## config.mk

```make
export PLATFORM = sky130hd
export DESIGN_NAME = sct_regbank
export DESIGN_NICKNAME = d
export VERILOG_FILES = /design/src/rtl/sct_pkg.sv /design/src/rtl/sct_decode.sv /design/src/rtl/sct_reg.sv /design/src/rtl/sct_regbank.sv
export SDC_FILE = /design/constraint.sdc
export NUM_CORES = 1
export LEC_CHECK = 0
export ABC_AREA = 0
export BUFFER_PORTS_ARGS = -buffer_cell sky130_fd_sc_hd__buf_4
export CAP_MARGIN = 20
export CORE_AREA = 2 2 254 256
export DETAILED_ROUTE_END_ITERATION = 7
export DIE_AREA = 0 0 256 258
export PLACE_DENSITY = 0.55
export RECOVER_POWER = 25
export SLEW_MARGIN = 20
export SYNTH_ARGS = -nofsm -noshare
export SYNTH_HDL_FRONTEND = slang
export SYNTH_SLANG_ARGS = --single-unit
```

## constraint.sdc

```tcl
create_clock -name clk -period 2.3 [get_ports clk]
set_input_delay 0.23 -clock clk [delete_from_list [all_inputs] [get_ports clk]]
set_output_delay 0.23 -clock clk [all_outputs]
set_load 0.005 [all_outputs]
```

## src/rtl/sct_pkg.sv

```systemverilog
package sct_pkg;
    localparam int DATA_W    = 32;
    localparam int ADDR_W    = 12;
    localparam int NUM_SLOTS = 9;
    localparam int SRST_BIT  = 31;

    localparam int SLOT_PWR  = 0;
    localparam int SLOT_TX   = 1;
    localparam int SLOT_RX   = 2;
    localparam int SLOT_CTRL = 3;
    localparam int SLOT_STAT = 4;
    localparam int SLOT_DBG  = 5;
    localparam int SLOT_DBG0 = 6;
    localparam int SLOT_DBG1 = 7;
    localparam int SLOT_VER  = 8;

    typedef enum logic [1:0] {
        OP_WRITE  = 2'd0,
        OP_SET    = 2'd1,
        OP_CLEAR  = 2'd2,
        OP_TOGGLE = 2'd3
    } alias_op_e;

    function automatic logic [DATA_W-1:0] slot_default(input int slot);
        case (slot)
            SLOT_PWR:  return 32'h001E_1C00;
            SLOT_TX:   return 32'h1006_0607;
            SLOT_CTRL: return 32'hC020_0000;
            SLOT_DBG:  return 32'h7F18_0000;
            SLOT_DBG1: return 32'h0000_1000;
            SLOT_VER:  return 32'h0402_0000;
            default:   return '0;
        endcase
    endfunction

    function automatic bit slot_aliased(input int slot);
        return slot <= SLOT_CTRL || slot == SLOT_DBG || slot == SLOT_DBG1;
    endfunction

    function automatic bit slot_writable(input int slot);
        return slot != SLOT_DBG0 && slot != SLOT_VER;
    endfunction

    function automatic bit slot_soft(input int slot);
        return slot <= SLOT_CTRL;
    endfunction
endpackage

```

## src/rtl/sct_decode.sv

```systemverilog
module sct_decode
    import sct_pkg::*;
#(
    parameter int AW    = ADDR_W,
    parameter int SLOTS = NUM_SLOTS
) (
    input  logic [AW-1:0]    addr,
    output logic [SLOTS-1:0] slot_hit,
    output alias_op_e        op
);
    localparam int SNW = AW - 4;

    logic [SNW-1:0] slot_num;
    logic           unused_lo;

    assign slot_num  = addr[AW-1:4];
    assign op        = alias_op_e'(addr[3:2]);
    assign unused_lo = ^addr[1:0];

    always_comb begin
        for (int s = 0; s < SLOTS; s++) begin
            slot_hit[s] = (slot_num == SNW'(s)) &&
                          (op == OP_WRITE || slot_aliased(s));
        end
    end
endmodule

```

## src/rtl/sct_reg.sv

```systemverilog
module sct_reg
    import sct_pkg::*;
#(
    parameter int            DW       = DATA_W,
    parameter logic [DW-1:0] RST_VAL  = '0,
    parameter bit            WRITABLE = 1'b1,
    parameter bit            SOFT     = 1'b0
) (
    input  logic          clk,
    input  logic          rst_n,
    input  logic          wr_hit,
    input  alias_op_e     op,
    input  logic [DW-1:0] wdata,
    input  logic          srst,
    output logic [DW-1:0] q
);
    generate
        if (WRITABLE) begin : g_rw
            logic [DW-1:0] q_r;
            assign q = q_r;

            always_ff @(posedge clk or negedge rst_n) begin
                if (!rst_n) begin
                    q_r <= RST_VAL;
                end else if (SOFT && srst) begin
                    q_r <= RST_VAL;
                end else if (wr_hit) begin
                    unique case (op)
                        OP_WRITE:  q_r <= wdata;
                        OP_SET:    q_r <= q_r | wdata;
                        OP_CLEAR:  q_r <= q_r & ~wdata;
                        OP_TOGGLE: q_r <= q_r ^ wdata;
                    endcase
                end
            end


            p_set_or_r2: assert property (@(posedge clk) disable iff (!rst_n)
                (wr_hit && op == OP_SET && !srst) |=> (q_r == ($past(q_r) | $past(wdata))));

            p_clear_mask_r3: assert property (@(posedge clk) disable iff (!rst_n)
                (wr_hit && op == OP_CLEAR && !srst) |=> (q_r == ($past(q_r) & ~$past(wdata))));

            p_toggle_xor_r4: assert property (@(posedge clk) disable iff (!rst_n)
                (wr_hit && op == OP_TOGGLE && !srst) |=> (q_r == ($past(q_r) ^ $past(wdata))));
            // no write strobe and no soft reset leaves the value alone
            p_hold_r2: assert property (@(posedge clk) disable iff (!rst_n)
                (!wr_hit && !srst) |=> $stable(q_r));
        end else begin : g_ro
            logic unused_ro;
            assign q         = RST_VAL;
            assign unused_ro = ^{clk, rst_n, wr_hit, op, wdata, srst};
        end
    endgenerate
endmodule

```

## src/rtl/sct_regbank.sv

```systemverilog
module sct_regbank
    import sct_pkg::*;
#(
    parameter int AW = ADDR_W,
    parameter int DW = DATA_W
) (
    input  logic          clk,
    input  logic          rst_n,
    input  logic [AW-1:0] addr,
    input  logic          wr_en,
    input  logic [DW-1:0] wr_data,
    input  logic          rd_en,
    output logic [DW-1:0] rd_data
);
    logic [NUM_SLOTS-1:0] slot_hit;
    alias_op_e            op;
    logic [DW-1:0]        reg_q [NUM_SLOTS];
    logic                 ctrl_wr;
    logic                 soft_rst;
    logic [DW-1:0]        rd_mux;

    sct_decode #(.AW(AW), .SLOTS(NUM_SLOTS)) u_decode (
        .addr     (addr),
        .slot_hit (slot_hit),
        .op       (op)
    );

    generate
        for (genvar s = 0; s < NUM_SLOTS; s++) begin : g_slot
            sct_reg #(
                .DW       (DW),
                .RST_VAL  (DW'(slot_default(s))),
                .WRITABLE (slot_writable(s)),
                .SOFT     (slot_soft(s))
            ) u_reg (
                .clk    (clk),
                .rst_n  (rst_n),
                .wr_hit (wr_en && slot_hit[s]),
                .op     (op),
                .wdata  (wr_data),
                .srst   (soft_rst),
                .q      (reg_q[s])
            );
        end
    endgenerate

    // Soft-reset trigger: plain and set fire on data bit; toggle only if bit ends high
    assign ctrl_wr = wr_en && slot_hit[SLOT_CTRL];

    always_comb begin
        unique case (op)
            OP_WRITE, OP_SET: soft_rst = ctrl_wr && wr_data[SRST_BIT];
            OP_TOGGLE:        soft_rst = ctrl_wr && wr_data[SRST_BIT] &&
                                         !reg_q[SLOT_CTRL][SRST_BIT];
            OP_CLEAR:         soft_rst = 1'b0;
        endcase
    end

    always_comb begin
        rd_mux = '0;
        for (int s = 0; s < NUM_SLOTS; s++) begin
            if (slot_hit[s]) rd_mux = reg_q[s];
        end
    end

    always_ff @(posedge clk or negedge rst_n) begin
        if (!rst_n) begin
            rd_data <= '0;
        end else if (rd_en) begin
            rd_data <= rd_mux;
        end
    end

    // soft reset reloads the soft group
    p_srst_reload_r7: assert property (@(posedge clk) disable iff (!rst_n)
        soft_rst |=> (reg_q[SLOT_PWR] == DW'(slot_default(SLOT_PWR)) &&
                      reg_q[SLOT_RX] == DW'(slot_default(SLOT_RX)) &&
                      reg_q[SLOT_CTRL] == DW'(slot_default(SLOT_CTRL))));
    // registers outside the soft group survive
    p_srst_keep_r7: assert property (@(posedge clk) disable iff (!rst_n)
        soft_rst |=> ($stable(reg_q[SLOT_DBG]) && $stable(reg_q[SLOT_STAT])));
    // clearing control never disturbs the soft group
    p_clr_no_srst_r8: assert property (@(posedge clk) disable iff (!rst_n)
        (ctrl_wr && op == OP_CLEAR) |=> $stable(reg_q[SLOT_PWR]));
    // alias reads return the base register one cycle later
    p_rd_alias_r5: assert property (@(posedge clk) disable iff (!rst_n)
        (rd_en && !wr_en && slot_hit[SLOT_DBG]) |=> (rd_data == $past(reg_q[SLOT_DBG])));
    // unimplemented reads return zero
    p_rd_zero_r10: assert property (@(posedge clk) disable iff (!rst_n)
        (rd_en && slot_hit == '0) |=> (rd_data == '0));
endmodule

```

# ---- After elaboration in Yosys (flattened, before gate mapping)
# Index checks and enable logic that the tools add are counted.
dict set report op_classes {
  reduce_logical 20
  bitwise 22
  n_eq_ne 11
  muxes 25
}
# operator n
set op_table {}
lappend op_table {{one-hot mux 32 bit (4 select lines)} 7}
lappend op_table {{2-to-1 mux 32 bit} 17}
lappend op_table {{AND 32 bit} 7}
lappend op_table {{bitwise OR 32 bit} 7}
lappend op_table {{XOR 32 bit} 7}
lappend op_table {{== test 8 x 3 -> 1 bit, second input constant} 4}
lappend op_table {{NOT 32 bit} 1}
lappend op_table {{== test 8 x 2 -> 1 bit, second input constant} 2}
lappend op_table {{logical AND 1 bit} 12}
lappend op_table {{== test 8 x 1 -> 1 bit, second input constant} 1}
lappend op_table {{== test 8 x 4 -> 1 bit, second input constant} 1}
lappend op_table {{logical NOT 8 bit} 1}
lappend op_table {{nonzero test 2 bit} 4}
lappend op_table {{== test 2 bit, second input constant} 2}
lappend op_table {{one-hot mux 1 bit (3 select lines)} 1}
lappend op_table {{== test 2 x 1 -> 1 bit, second input constant} 1}
lappend op_table {{logical NOT 2 bit} 1}
lappend op_table {{OR reduction 2 bit} 1}
lappend op_table {{logical NOT 1 bit} 1}
dict set report word_totals {
  register_bits 256
  word_cells 86
}

# ---- Depth between registers and ports, before layout
# Gate-level depths: netlist of the first run.
dict set report logic_depth {
  word_depth 10
  depth_mapped 8
}

# ---- Modules after synthesis
# Synthesis of the first run repeated with hierarchy kept, for this count alone.
dict set report hier_totals {
  cells_unflattened 3193
  hier_area_um2 28518.6
}
# module n_inst area_each_um2 cells_each
set modules_own_cells {}
lappend modules_own_cells {sct_regbank 1 4884.7 664}
lappend modules_own_cells {{sct_reg (g_slot[1].u_reg)} 1 3372.0 354}
lappend modules_own_cells {{sct_reg (g_slot[0].u_reg)} 1 3370.7 350}
lappend modules_own_cells {{sct_reg (g_slot[3].u_reg)} 1 3310.7 356}
lappend modules_own_cells {{sct_reg (g_slot[2].u_reg)} 1 3260.6 353}
lappend modules_own_cells {{sct_reg (g_slot[5].u_reg)} 1 3234.4 343}
lappend modules_own_cells {{sct_reg (g_slot[7].u_reg)} 1 3224.3 343}
lappend modules_own_cells {{sct_reg (g_slot[4].u_reg)} 1 3223.1 343}
lappend modules_own_cells {{sct_reg (g_slot[8].u_reg)} 1 247.7 34}
lappend modules_own_cells {{sct_reg (g_slot[6].u_reg)} 1 244.0 33}
lappend modules_own_cells {sct_decode 1 146.4 20}

# ---- Worst setup path before layout of the first run
# Ideal clock, no wire load.
dict set report synth_timing {
  path_kind {input to register}
  start {in addr[9]}
  end {reg rd_data[31]}
  arrival_time_ns 1.848
  path_stages 7
  slack_ns 0.332
  n_path_buf 2
  path_cell_list {or4_1 -> buf_2 -> nor3b_4 -> nand2_1 -> buf_2 -> o21a_1 -> a31o_1}
}
dict set report synth_between {
  elab_chain_cells 10
}
# element line_no
set synth_lines {}
lappend synth_lines {{start: declaration} sct_regbank.sv:9} ;# input logic [AW-1:0] addr,
lappend synth_lines {{logical NOT 8 bit} sct_decode.sv:22} ;# slot_hit[s] = (slot_num == SNW'(s)) &&
lappend synth_lines {{2-to-1 mux 32 bit (8 in series)} sct_regbank.sv:62} ;# if (slot_hit[s]) rd_mux = reg_q[s];
lappend synth_lines {{2-to-1 mux 32 bit (*)} sct_regbank.sv:62}
lappend synth_lines {{end signal: assignment} sct_regbank.sv:70} ;# rd_data <= rd_mux;
lappend synth_lines {{end: declaration} sct_regbank.sv:13} ;# output logic [DW-1:0] rd_data
# Every way passes the cells marked *; elsewhere a longest branch is shown, timed or not.
# A chain may end at the register's enable or synchronous reset.

# ---- Final worst setup path of the first run
dict set report layout_timing {
  start {reg g_slot[3].u_reg.g_rw.q_r[31]}
  end {reg g_slot[1].u_reg.g_rw.q_r[9]}
}
dict set report layout_between {
  elab_chain_cells 4
}
# element line_no
set layout_lines {}
lappend layout_lines {{start: declaration} sct_reg.sv:19} ;# logic [DW-1:0] q_r;
lappend layout_lines {{start signal: assignment} sct_reg.sv:29} ;# OP_WRITE: q_r <= wdata;
lappend layout_lines {{start signal: assignment} sct_reg.sv:30} ;# OP_SET: q_r <= q_r | wdata;
lappend layout_lines {{start signal: assignment} sct_reg.sv:31} ;# OP_CLEAR: q_r <= q_r & ~wdata;
lappend layout_lines {{logical NOT 1 bit (*)} sct_regbank.sv:54} ;# !reg_q[SLOT_CTRL][SRST_BIT];
lappend layout_lines {{logical AND 1 bit (*)} sct_regbank.sv:53} ;# OP_TOGGLE: soft_rst = ctrl_wr && wr_data[SRST_BIT] &&
lappend layout_lines {{one-hot mux 1 bit (3 select lines) (*)} sct_regbank.sv:51} ;# unique case (op)
lappend layout_lines {{2-to-1 mux 32 bit / nonzero test 2 bit (equally long branches)} -}
lappend layout_lines {{end signal: assignment} sct_reg.sv:29}
lappend layout_lines {{end signal: assignment} sct_reg.sv:30}
lappend layout_lines {{end signal: assignment} sct_reg.sv:31}
lappend layout_lines {{end: declaration} sct_reg.sv:19}
# Marks and branches as above.

==> results.yml, run 1 <==
flow_run:
  maxCapViolCount: 0
cells_and_area:
  layout.nets: 3104
  area_growth_pct: 14.4
  insertedDiodeCount: 0
  fin_util_pct: 42.8
  drive_gt1_share_pct: 20.2
cts:
  cts_hold_buf: 1
  tritoncts: "yes"
  worst_skew_pair.late_latency_ns: 0.56
  postCtsResizedCells: 0
  path_clk_slew_ns: 0.06
  cts_max_level: 2
  cts-buffers-inserted: 36
  clock_path_buffers: 3
  cts.sinks: 256
  cts_setup_buffers: 0
  cts_root_buf: "clkbuf_16"
sta:
  hold_violations: 0
  relSlewSlack_pct: 17.0
  rsz0062_at_grt: "false"
  fmax_mhz: 491
  slew_viol_final: 0
  setup_viol: 0
  period_needed_ns: 2.04
  setup_tns_ns: 0
  clock_skew_ns: 0.0151
  fin_crit_sh_pct: 88.6
  worst_slew_pin_slew_ns: 1.24
floorplan:
  core-area_mm2: 0.0636
  die-height_um: 258
  num_rows: 93
  dieArea_mm2: 0.0660
  ios: 80
  die_width_um: 256
  initial_utilization_pct: 37.4
global_route:
  first_global_vias: 21730
  grt_max_degree: 86
  grtUsageTotal_pct: 23.3
  antenna_found_initial: 0
  grt_overflow: 0
  grt_pass1_wl_um: 124000
synthesis:
  synth_ff_type: "dfrtp_1"
  synth_seq_area_share_pct: 27.1
  ys_ff_latch: 256
  syn_area_per_cell_um2: 9.20
  yosysWarnings: 0
  synth_edf_count: 0
  synth_fp_nets: 3084
  async_flop_share_pct: 100
  syn_area_mm2: 0.0238
  synth_cell_types: 41
  synth_cells: 2588
detailed_routing:
  drt-total-wl_um: 76500
  drtIter0Drc: 1393
  vias: 20481
  drtAntennaViolNets: 0
  viasPerCell: 5.87
  drc: 0
  drt_pass1_iterations: 5
  wire_per_inst_um: 21.9
critical_path:
  critPathCaptureType: "flop"
  crit_fanout: 33
  required_ns: 2.76
  worst_ep_arrival_time_ns: 2.50
  r2r_slack_ns: 0.26
  critPathKind: "flop to flop"
  crit_path_start_kind: "flop"
power_and_ir_drop:
  peakVddDrop_uv: 439
  p_leak_uw: 0.0120
  report.power.total_uw: 13700
  powerDensity_mw_per_mm2: 504
run_status:
  outcome: "finished, final reports clean"
place:
  dpl.hpwl_um: 49200
  gp_congestion: 0.788
  io_buffers: 77
min_path:
  holdCritPathClass: "input port to flop"
==> critical path, stage by stage (launching register included) <==
cell	delay (ns)
dfstp_2	0.38
inv_1	0.09
nand2_1	0.09
a21oi_4	0.17
buf_4	0.62
nand2b_1	0.29
buf_12	0.23
o21ai_0	0.09
==> metrics by stage <==
step                      cell area [µm²]  cells  worst slack (ns)  hold slack [ns]
final                               27200   3489             0.261            0.215
after global routing                27200   3489             0.165            0.227
after CTS                           27300   3489             0.262            0.172
after detailed placement            26000   3424            -0.177            0.169
after global placement              26000   3424            -0.147            0.166
after floorplan                     23800   2588             0.332          -0.0656
==> worst paths after layout <==
kind / end / start / cells past startpoint
max in group asynchronous: g_slot[3].u_reg.q[16]$_DFFE_PN0P_ / rst_n / 3
min reg2reg: g_slot[5].u_reg.q[20]$_DFFE_PN1P_ / g_slot[5].u_reg.q[20]$_DFFE_PN1P_ / 2
max reg2reg: g_slot[1].u_reg.q[9]$_DFFE_PN1P_ / g_slot[3].u_reg.q[31]$_DFFE_PN1P_ / 7
min: rd_data[7]$_DFFE_PN0P_ / rd_en / 4
min in group asynchronous: g_slot[4].u_reg.q[26]$_DFFE_PN0P_ / rst_n / 2
max: g_slot[1].u_reg.q[9]$_DFFE_PN1P_ / g_slot[3].u_reg.q[31]$_DFFE_PN1P_ / 7
==> registers in the layout (all words and copies together) (netlist names) <==
signal	cells
rd_data	32
g_slot.u_reg.q	224
==> where the power goes <==
part	switching [µW]	internal, µW	total [µW]
Sequential	250	4800	5050
Combinational	1640	1160	2790
Clock	2320	3580	5890
Total	4200	9530	13700
==> cells by family after synthesis <==
| family | Yosys count | synth area share, % |
|---|---|---|
| AOI/OAI and AO/OA | 927 | 26.5 |
| buffers and inverters | 474 | 7.67 |
| adders and majority gates | 448 | 23.5 |
| and+or+nand+nor | 257 | 4.54 |
| DFF | 256 | 27.1 |
| muxes | 226 | 10.7 |
==> metal layers <==
metal  vias to the layer above  track usage, %  part of all wire, %
met5                         -               0                    0
met4                         0            8.14                  3.3
met3                       156            3.09                  4.8
met2                       556            39.1                   47
met1                     10250            30.7                   45
li1                       9519               -                    -
==> final cells by class <==
cell class                 count  area (µm²)
fill                        6219       36400
multi-input combinational   1858       15600
sequential                   256        6440
timing repair buffer         200        1950
clock buffer                  56        1090
tap                          855        1070
inverter                     256         961
clock inverter                 8         118
==> cell usage after synthesis (2+ instances only) <==
master / count / area [µm²]
o211ai_1: 16 / 120
dfrtp_1: 228 / 5710
clkbuf_1: 162 / 608
nand3_1: 3 / 15.0
inv_1: 256 / 961
dfstp_2: 28 / 736
a2111oi_0: 3 / 26.3
buf_1: 21 / 78.8
and3_1: 2 / 12.5
a21oi_1: 212 / 1060
o22a_1: 29 / 254
buf_2: 34 / 170
nand2b_1: 4 / 25.0
nand3_2: 2 / 20.0
a211oi_1: 423 / 3180
ha_1: 448 / 5610
mux2_2: 226 / 2540
o21ai_0: 93 / 465
a211oi_2: 10 / 125
o21a_1: 2 / 15.0
o22ai_1: 16 / 100
or4_1: 3 / 22.5
nand3b_1: 3 / 22.5
nor2b_1: 2 / 12.5
nand2_1: 82 / 308
nor2_1: 147 / 552
o311ai_0: 16 / 140
a311oi_1: 18 / 158
o31ai_1: 87 / 653
==> cells in the final DEF (no fill, tap or decap), drive strengths merged, types with 18 or more instances in the layout <==
cell,n
ha,448
inv,256
clkbuf,59
o21ai,94
a21oi,212
o22a,29
buf,196
a211oi,433
o31ai,87
a311oi,18
mux2,226
nor2,147
nand2,82
dfrtp,228
dfstp,28
Power figures use the tool's default switching activity.
==> run 2: changes to the inputs <==
--- a/config.mk
+++ b/config.mk
@@ -8,10 +8,11 @@
 export ABC_AREA = 0
 export BUFFER_PORTS_ARGS = -buffer_cell sky130_fd_sc_hd__buf_4
 export CAP_MARGIN = 20
-export CORE_AREA = 2 2 254 256
+export CORE_AREA = 2 2 195 197
+export CTS_CLUSTER_SIZE = 12
 export DETAILED_ROUTE_END_ITERATION = 7
-export DIE_AREA = 0 0 256 258
-export PLACE_DENSITY = 0.55
+export DIE_AREA = 0 0 197 199
+export PLACE_DENSITY = 0.84
 export RECOVER_POWER = 25
 export SLEW_MARGIN = 20
 export SYNTH_ARGS = -nofsm -noshare
==> results.yml, run 2 (same netlist as run 1, synthesis figures left out) <==
cts:
  clock_path_buffers: 3
  cts_root_buf: "clkbuf_16"
  tritoncts: "yes"
  postCtsResizedCells: 0
  cts-buffers-inserted: 30
  cts_hold_buf: 1
  cts.sinks: 256
  cts_max_level: 1
  worst_skew_pair.late_latency_ns: 0.58
  path_clk_slew_ns: 0.06
  cts_setup_buffers: 0
critical_path:
  critPathMaxStageDelay_ns: 0.55
  critPathCaptureType: "flop"
  startpoint: "addr[9]"
  ff2ff_path_depth: 5
  critPathSlowestCell: "nor4_1"
  r2r_start: "g_slot[3].u_reg.q[30]$_DFFE_PN1P_"
  crit_fanout: 24
  worst_ep_arrival_time_ns: 2.36
  crit_path_start_kind: "input port"
  crit_chain: "buf_4, nor4_1, buf_4, nand3_1, or3_2, buf_12, a211oi_1, a211oi_1"
  r2r_slack_ns: 0.49
  critPathKind: "input port to flop"
  r2r-end: "g_slot[3].u_reg.q[30]$_DFFE_PN1P_"
  required_ns: 2.73
power_and_ir_drop:
  peakVddDrop_uv: 566
  powerDensity_mw_per_mm2: 495
  p_leak_uw: 0.0118
sta:
  rsz0062_at_grt: "false"
  fmax_mhz: 519
  relSlewSlack_pct: 36.4
  hold_violations: 0
  worst_slew_pin_slew_ns: 0.954
  slew_viol_final: 0
  clock_skew_ns: 0.0118
  setup_viol: 0
  holdWs_ns: 0.201
  period_needed_ns: 1.93
  setup_tns_ns: 0
  fin_crit_sh_pct: 83.8
place:
  io_buffers: 77
  placed_cells: 3011
  gp_congestion: 0.830
  dpl.hpwl_um: 43100
floorplan:
  initial_utilization_pct: 64.1
  die-height_um: 199
  dieArea_mm2: 0.0392
  core-area_mm2: 0.0371
  num_rows: 71
  die_width_um: 197
  ios: 80
cells_and_area:
  layout.nets: 3066
  largest_reg_flops: 224
  area_growth_pct: 10.6
  final_cell_mix: "ha_1, a211oi_1, inv_1, dfrtp_1, mux2_2"
  fin_util_pct: 70.9
  drive_gt1_share_pct: 19.2
  final_common_cell: "ha_1"
  layout.cells.non_filler: 3070
detailed_routing:
  drt_pass1_iterations: 6
  drtIter0Drc: 2105
  viasPerCell: 6.87
  drtAntennaViolNets: 0
  drt-total-wl_um: 69800
  drc: 0
  vias: 21092
  wire_per_inst_um: 22.7
global_route:
  grt_pass1_wl_um: 113000
  grt_overflow: 0
  grtUsageTotal_pct: 35.6
  first_global_vias: 21980
  antenna_found_initial: 2
  grt_max_degree: 159
run_status:
  outcome: "finished, final reports clean"
min_path:
  hp-start: "addr[7]"
  holdCritPathClass: "input port to flop"
  whs_endpoint: "rd_data[17]$_DFFE_PN0P_"
  worstHoldPathCells: 4
flow_run:
  maxCapViolCount: 0
[run 2: power by group]
| group | leakage [µW] | switching [µW] | internal [µW] |
|---|---|---|---|
| Clock | 0.000530 | 2090 | 3100 |
| Combinational | 0.00831 | 1640 | 1150 |
| Sequential | 0.00291 | 242 | 4790 |
| Total | 0.0118 | 3980 | 9040 |
[run 2: how the worst max path moves through the flow]
stage	to	slack, ns	cells past startpoint
2_1_floorplan	rd_data[31]$_DFFE_PN0P_	0.33	7
3_3_place_gp	g_slot[3].u_reg.q[21]$_DFFE_PN1P_	-0.12	8
3_5_place_dp	rd_data[27]$_DFFE_PN0P_	-0.15	8
5_1_grt	rd_data[27]$_DFFE_PN0P_	0.33	8
6_report	g_slot[0].u_reg.q[24]$_DFFE_PN0P_	0.37	8
4_1_cts	rd_data[27]$_DFFE_PN0P_	0.42	8
[run 2: critical path, delay by kind of cell]
family,cells,cell delay [ns]
simple gates,3,1.13
buf+inv,3,0.56
compound gates,2,0.40
[run 2: stage by stage]
step | cell area (µm²) | power (µW) | setup slack (ns)
global placement | 25300 | 7560 | -0.118
CTS | 26400 | 13000 | 0.419
floorplan | 23800 | 6860 | 0.332
global route | 26300 | 13600 | 0.326
finish | 26300 | 13000 | 0.372
detailed placement | 25300 | 7820 | -0.152
[run 2: cell type report]
| cell class | instances | area [µm²] |
|---|---|---|
| multi-input cells | 1858 | 15600 |
| fillers | 2603 | 10800 |
| flip-flops and latches | 256 | 6440 |
| repair buffers | 168 | 1670 |
| inverters | 256 | 961 |
| clock buffers | 43 | 921 |
| well taps | 474 | 593 |
| clock inverters | 13 | 145 |
| diodes | 2 | 5.00 |
[run 2: routing by layer]
layer / GRT usage, % / share of wire (%)
met4: 20.5 / 5.6
met5: 0 / 0
met2: 58.7 / 47
met1: 45.3 / 40
met3: 4.32 / 8.0
